**src/rtl/usb_irq_pkg.sv**
```systemverilog
package usb_irq_pkg;

    localparam int REG_W = 32;

    // status / enable bit positions (software decodes these)
    localparam int BIT_OVRUN   = 0;
    localparam int BIT_DONEWB  = 1;
    localparam int BIT_FRAME   = 2;
    localparam int BIT_WAKE    = 3;
    localparam int BIT_FATAL   = 4;
    localparam int BIT_FNWRAP  = 5;
    localparam int BIT_PORTCHG = 6;
    localparam int BIT_HANDOFF = 30;
    localparam int BIT_GLOBAL  = 31;

    localparam logic [REG_W-1:0] EVT_MASK = 32'h0000_007F;
    localparam logic [REG_W-1:0] EN_MASK  = EVT_MASK | (32'h1 << BIT_GLOBAL);

    typedef enum logic [1:0] {
        A_STATUS = 2'd0,
        A_EN_SET = 2'd1,
        A_EN_CLR = 2'd2,
        A_CMD    = 2'd3
    } reg_addr_e;

    typedef struct packed {
        logic msb;
        logic res;
    } qual_st_t;

endpackage

```
**src/rtl/usb_irq_evt_qual.sv**
```systemverilog
module usb_irq_evt_qual
    import usb_irq_pkg::*;
(
    input  logic clk,
    input  logic rst_n,
    input  logic frame_msb,
    input  logic resume_line,
    input  logic resume_by_sw,
    output logic wrap_pulse,
    output logic wake_pulse
);

    qual_st_t st_d, st_q;

    always_comb begin
        st_d       = st_q;
        st_d.msb   = frame_msb;
        st_d.res   = resume_line;
        // either direction of the top frame bit counts
        wrap_pulse = frame_msb ^ st_q.msb;
        // only a fresh rise that the controller did not cause itself
        wake_pulse = resume_line & ~st_q.res & ~resume_by_sw;
    end

    always_ff @(posedge clk) begin
        if (!rst_n) st_q <= '0;
        else        st_q <= st_d;
    end

endmodule

```
**src/rtl/usb_irq_status.sv**
```systemverilog
module usb_irq_status
    import usb_irq_pkg::*;
#(
    parameter int OVR_W      = 2,
    parameter bit HANDOFF_EN = 1'b1
) (
    input  logic             clk,
    input  logic             rst_n,
    input  logic [REG_W-1:0] set_vec,
    input  logic [REG_W-1:0] clr_vec,
    input  logic             ovr_ev,
    output logic [REG_W-1:0] stat,
    output logic [OVR_W-1:0] cnt
);

    localparam logic [REG_W-1:0] IMPL =
        HANDOFF_EN ? (EVT_MASK | (32'h1 << BIT_HANDOFF)) : EVT_MASK;

    typedef struct packed {
        logic [REG_W-1:0] stat;
        logic [OVR_W-1:0] cnt;
    } st_t;

    st_t st_d, st_q;

    always_comb begin
        st_d = st_q;
        for (int i = 0; i < REG_W; i++) begin
            if (IMPL[i]) st_d.stat[i] = set_vec[i] | (st_q.stat[i] & ~clr_vec[i]);
            else         st_d.stat[i] = 1'b0;
        end
        if (ovr_ev) st_d.cnt = st_q.cnt + OVR_W'(1);
    end

    always_ff @(posedge clk) begin
        if (!rst_n) st_q <= '0;
        else        st_q <= st_d;
    end

    assign stat = st_q.stat;
    assign cnt  = st_q.cnt;

endmodule

```
**src/rtl/usb_irq_enable.sv**
```systemverilog
module usb_irq_enable
    import usb_irq_pkg::*;
(
    input  logic             clk,
    input  logic             rst_n,
    input  logic [REG_W-1:0] set_vec,
    input  logic [REG_W-1:0] clr_vec,
    output logic [REG_W-1:0] en
);

    logic [REG_W-1:0] en_d, en_q;

    always_comb begin
        en_d = ((en_q | set_vec) & ~clr_vec) & EN_MASK;
    end

    always_ff @(posedge clk) begin
        if (!rst_n) en_q <= '0;
        else        en_q <= en_d;
    end

    assign en = en_q;

endmodule

```
**src/rtl/usb_hc_irq_unit.sv**
```systemverilog
module usb_hc_irq_unit
    import usb_irq_pkg::*;
#(
    parameter int OVR_W      = 2,
    parameter bit HANDOFF_EN = 1'b1
) (
    input  logic              clk,
    input  logic              rst_n,
    input  logic              reg_wr,
    input  logic [1:0]        reg_addr,
    input  logic [REG_W-1:0]  reg_wdata,
    output logic [REG_W-1:0]  reg_rdata,
    input  logic              ev_overrun,
    input  logic              ev_done_wb,
    input  logic              ev_sof,
    input  logic              ev_fatal,
    input  logic              ev_port_chg,
    input  logic              frame_msb,
    input  logic              resume_line,
    input  logic              resume_by_sw,
    output logic              irq,
    output logic              mgmt_irq,
    output logic              wb_allowed,
    output logic [OVR_W-1:0]  ovr_count
);

    logic             wrap_pulse, wake_pulse;
    logic [REG_W-1:0] st_set, st_clr, en_set, en_clr;
    logic [REG_W-1:0] stat_w, en_w;
    logic [OVR_W-1:0] cnt_w;

    usb_irq_evt_qual u_qual (
        .clk          (clk),
        .rst_n        (rst_n),
        .frame_msb    (frame_msb),
        .resume_line  (resume_line),
        .resume_by_sw (resume_by_sw),
        .wrap_pulse   (wrap_pulse),
        .wake_pulse   (wake_pulse)
    );

    always_comb begin
        st_set              = '0;
        st_set[BIT_OVRUN]   = ev_overrun;
        st_set[BIT_DONEWB]  = ev_done_wb;
        st_set[BIT_FRAME]   = ev_sof;
        st_set[BIT_WAKE]    = wake_pulse;
        st_set[BIT_FATAL]   = ev_fatal;
        st_set[BIT_FNWRAP]  = wrap_pulse;
        st_set[BIT_PORTCHG] = ev_port_chg;
        st_set[BIT_HANDOFF] = reg_wr && (reg_addr == A_CMD) && reg_wdata[0];
        st_clr = (reg_wr && reg_addr == A_STATUS) ? reg_wdata : '0;
        en_set = (reg_wr && reg_addr == A_EN_SET) ? reg_wdata : '0;
        en_clr = (reg_wr && reg_addr == A_EN_CLR) ? reg_wdata : '0;
    end

    usb_irq_status #(
        .OVR_W      (OVR_W),
        .HANDOFF_EN (HANDOFF_EN)
    ) u_status (
        .clk     (clk),
        .rst_n   (rst_n),
        .set_vec (st_set),
        .clr_vec (st_clr),
        .ovr_ev  (ev_overrun),
        .stat    (stat_w),
        .cnt     (cnt_w)
    );

    usb_irq_enable u_enable (
        .clk     (clk),
        .rst_n   (rst_n),
        .set_vec (en_set),
        .clr_vec (en_clr),
        .en      (en_w)
    );

    always_comb begin
        unique case (reg_addr)
            A_STATUS:          reg_rdata = stat_w;
            A_EN_SET, A_EN_CLR: reg_rdata = en_w;
            default:           reg_rdata = {{(REG_W-OVR_W){1'b0}}, cnt_w};
        endcase
    end

    assign irq        = en_w[BIT_GLOBAL] & |(stat_w & en_w & EVT_MASK);
    assign wb_allowed = ~stat_w[BIT_DONEWB];
    assign ovr_count  = cnt_w;

    generate
        if (HANDOFF_EN) begin : g_mgmt
            assign mgmt_irq = stat_w[BIT_HANDOFF];
        end else begin : g_no_mgmt
            assign mgmt_irq = 1'b0;
        end
    endgenerate

endmodule

```
**config.mk**
```make
export PLATFORM = sky130hd
export DESIGN_NAME = usb_hc_irq_unit
export DESIGN_NICKNAME = d
export VERILOG_FILES = /design/src/rtl/usb_irq_pkg.sv /design/src/rtl/usb_irq_evt_qual.sv /design/src/rtl/usb_irq_status.sv /design/src/rtl/usb_irq_enable.sv /design/src/rtl/usb_hc_irq_unit.sv
export SDC_FILE = /design/constraint.sdc
export NUM_CORES = 1
export LEC_CHECK = 0
export ABC_AREA = 1
export BUFFER_PORTS_ARGS = -buffer_cell sky130_fd_sc_hd__buf_4
export CAP_MARGIN = 20
export CORE_ASPECT_RATIO = 1.4
export CORE_MARGIN = 2
export CORE_UTILIZATION = 41
export DETAILED_ROUTE_END_ITERATION = 8
export GPL_TIMING_DRIVEN = 1
export HOLD_SLACK_MARGIN = 0.03
export PLACE_DENSITY = 0.79
export SLEW_MARGIN = 25
export SYNTH_ARGS = -nofsm -noshare
export SYNTH_HDL_FRONTEND = slang
export SYNTH_SLANG_ARGS = --single-unit
```
**constraint.sdc**
```tcl
create_clock -name clk -period 1 [get_ports clk]
set_input_delay 0.1 -clock clk [delete_from_list [all_inputs] [get_ports clk]]
set_output_delay 0.1 -clock clk [all_outputs]
set_load 0.01 [all_outputs]
```
==> flow_metrics.py <==
metrics = {
    "status": {
        "outcome": "finished with violations",
        "violations": "setup timing",
    },
    "clocking": {
        "clock_latency_ns": 0.26,
        "htreeDepth": 1,
        "cts_buffers": 3,
        "cts.sinks": 20,
        "clk_pin_slew_worst_paths_ns": 0.07,
        "cts_buffer_depth": 2,
        "cts_tree": "done",
        "cts_root_buf": "clkbuf_8",
    },
    "placement": {
        "hpwl_mm": 2.11,
        "numPlacedInstances": 251,
        "place_ws_ns": -0.237,
        "io_buffers": 35,
        "globalplace.congestion": 0.805,
    },
    "cells_and_area": {
        "stdcell_count": 261,
        "diodes": 0,
        "register_area_um2": 415,
        "fin_nets": 275,
        "fillerInstances": 267,
        "area_growth_pct": 42.6,
        "multi_input_area_um2": 631,
        "layout-drive-gt1-share_pct": 37.5,
    },
    "die": {
        "die_h_um": 68.1,
        "die_area_um2": 3390,
        "placementRows": 23,
        "coreArea_um2": 2820,
        "die_w_um": 49.8,
        "start_util_pct": 42.7,
        "io_pins": 82,
    },
    "drt": {
        "drt_pass1_iterations": 4,
        "vias_per_cell": 4.59,
        "drt_iter0_markers": 28,
        "wirelength_mm": 2.82,
        "drt_drc_violations_left": 0,
        "detail-route-antenna-nets": 0,
        "vias": 1199,
        "wl_per_cell_um": 10.8,
    },
    "min_path": {
        "hp-class": "primary input to flip-flop",
        "min-delay-start": "resume_line",
    },
    "yosys": {
        "ys_seq_area_share_pct": 33.2,
        "synth_most_common_cell": "inv_1",
        "postSynthCellCount": 171,
        "synth_top_cell_by_area": "dfxtp_1",
        "synth_async_sr_flop_share_pct": 0,
        "ys.flop_type": "dfxtp_1",
        "ys.warnings.count": 0,
        "synth_edf_count": 0,
        "synthesis.area_um2": 1200,
        "netlist_top_cells_area": "dfxtp_1 (33%), buf_4 (15%), inv_1 (9.3%), nand2_1 (9.0%), o21ai_0 (8.3%)",
        "yosysTopAreaCellShare_pct": 33.2,
        "synth_common_cells": "inv_1 (30), nand2_1 (29), buf_4 (24)",
        "ys_seq_elements": 20,
        "netlist-cell-type-count": 19,
        "synth.avg_cell_area_um2": 7.05,
    },
    "timing": {
        "timing.final.ws_setup_ns": -0.178,
        "hold_ws_ns": 0.0318,
        "hold_violations": 0,
        "drv_slew": 0,
        "timing.fmax_ghz": 0.849,
        "finalClockSkew_ns": 0.000203,
        "fin_crit_ns": 1.18,
        "period_share_pct": 118,
        "rsz0062_at_grt": "yes",
        "setup_violations": 8,
        "fin_setup_tns_ns": -0.629,
    },
    "pwr": {
        "pwr_density_cell_nw_per_um2": 1140,
        "leakagePower_nw": 0.864,
        "ir_drop_mv": 0.646,
    },
    "worst_setup_path": {
        "end_kind": "output pin",
        "arrival_ns": 1.08,
        "startpoint": "u_enable.en[1]$_SDFF_PN0_",
        "critPathKind": "flip-flop to output pin",
        "startpoint_type": "flip-flop",
        "r2r_start": "u_status.stat[1]$_SDFF_PN0_",
        "path_max_fanout": 2,
        "required_ns": 0.90,
    },
    "global_route": {
        "grt_max_degree": 12,
        "grt_overflow": 0,
        "grt_first_pass_wirelength_mm": 4.31,
        "grt_pass1_vias": 1053,
        "antenna_found_initial": 0,
        "gr-usage-all-layers_pct": 17.0,
    },
    "run": {
        "cap_viol_max_count": 0,
    },
}
flip-flops by register name, summed over array words and instances (netlist names):
signal / count
u_qual.st_q: 2
u_status.cnt: 2
u_enable.en: 8
u_status.stat: 8
per-layer routing:
metal | wire, µm | vias up | global-route usage (%)
met2 | 1490 | 49 | 32.0
met4 | 51 | 0 | 11.5
met3 | 169 | 6 | 3.49
met1 | 1100 | 547 | 16.6
met5 | 0 | - | 0
li1 | - | 597 | -
path summary, 6_finish.rpt:
path	end	slack, ns	cells after the start
max	irq	-0.18	5
min	u_qual.st_q[0]$_SDFF_PN0_	0.03	3
min reg2reg	u_status.cnt[0]$_SDFFE_PN0P_	0.46	1
max reg2reg	u_status.stat[1]$_SDFF_PN0_	0.25	3
cell families (layout without fill, tap and decap cells):
group                      Yosys count  in the layout  share of synthesized area [%]
buffers and inverters               57             88                           26.0
and+or+nand+nor                     46             46                           16.8
adders and majority gates            5              5                           5.19
other                                1             23                          0.311
DFF                                 20             20                           33.2
AOI/OAI and AO/OA                   40             40                           17.0
xor gates and xnor gates             2              2                           1.45
cell usage in the layout, fill, tap and decap left out, types with 3 or more instances in the layout:
master,synthesis,layout
nand2_2,0,4
conb_1,1,23
nor2_1,4,3
buf_6,1,3
o21ai_1,0,4
a21oi_1,18,18
dfxtp_1,20,8
inv_1,30,26
o21ai_0,20,15
clkbuf_8,0,4
ha_1,5,3
buf_4,24,47
nand2_1,29,23
dfxtp_2,0,12
nand3_1,10,10
timing repair:
action,4_1_cts,5_1_grt
setup endpoints to repair,8,10
setup buffers,5,1
gates resized for setup,31,19
hold buffers,1,0
pin swaps,10,7
hold endpoints to repair,1,0
power breakdown:
| part | switching, mW | internal (mW) |
|---|---|---|
| registers | 0.0314 | 0.847 |
| clock network | 0.272 | 0.350 |
| logic | 0.232 | 0.219 |
| total | 0.535 | 1.42 |
per-stage QoR:
step                power (mW)  utilization [%]  area (µm²)
detailed placement        1.26             52.8        1490
global placement          1.26             52.8        1490
CTS                       1.93             58.6        1650
global route              2.04             60.9        1720
floorplan                 1.14                -        1290
finish                    1.95             60.9        1720
critical path, stage by stage (launching register included):
cell     delay, ns
dfxtp_2       0.35
nand2_2       0.06
nand2_1       0.06
nor2_1        0.04
a21oi_1       0.17
buf_4         0.15
area by class of cell:
type,instances,share of cell area [%]
Inverter,31,7.79
Multi-Input combinational cell,116,36.7
Tap cell,37,2.69
Timing Repair Buffer,53,25.4
Sequential cell,20,24.2
Clock buffer,4,3.20
Note: power is estimated with default switching activity, not from simulation.
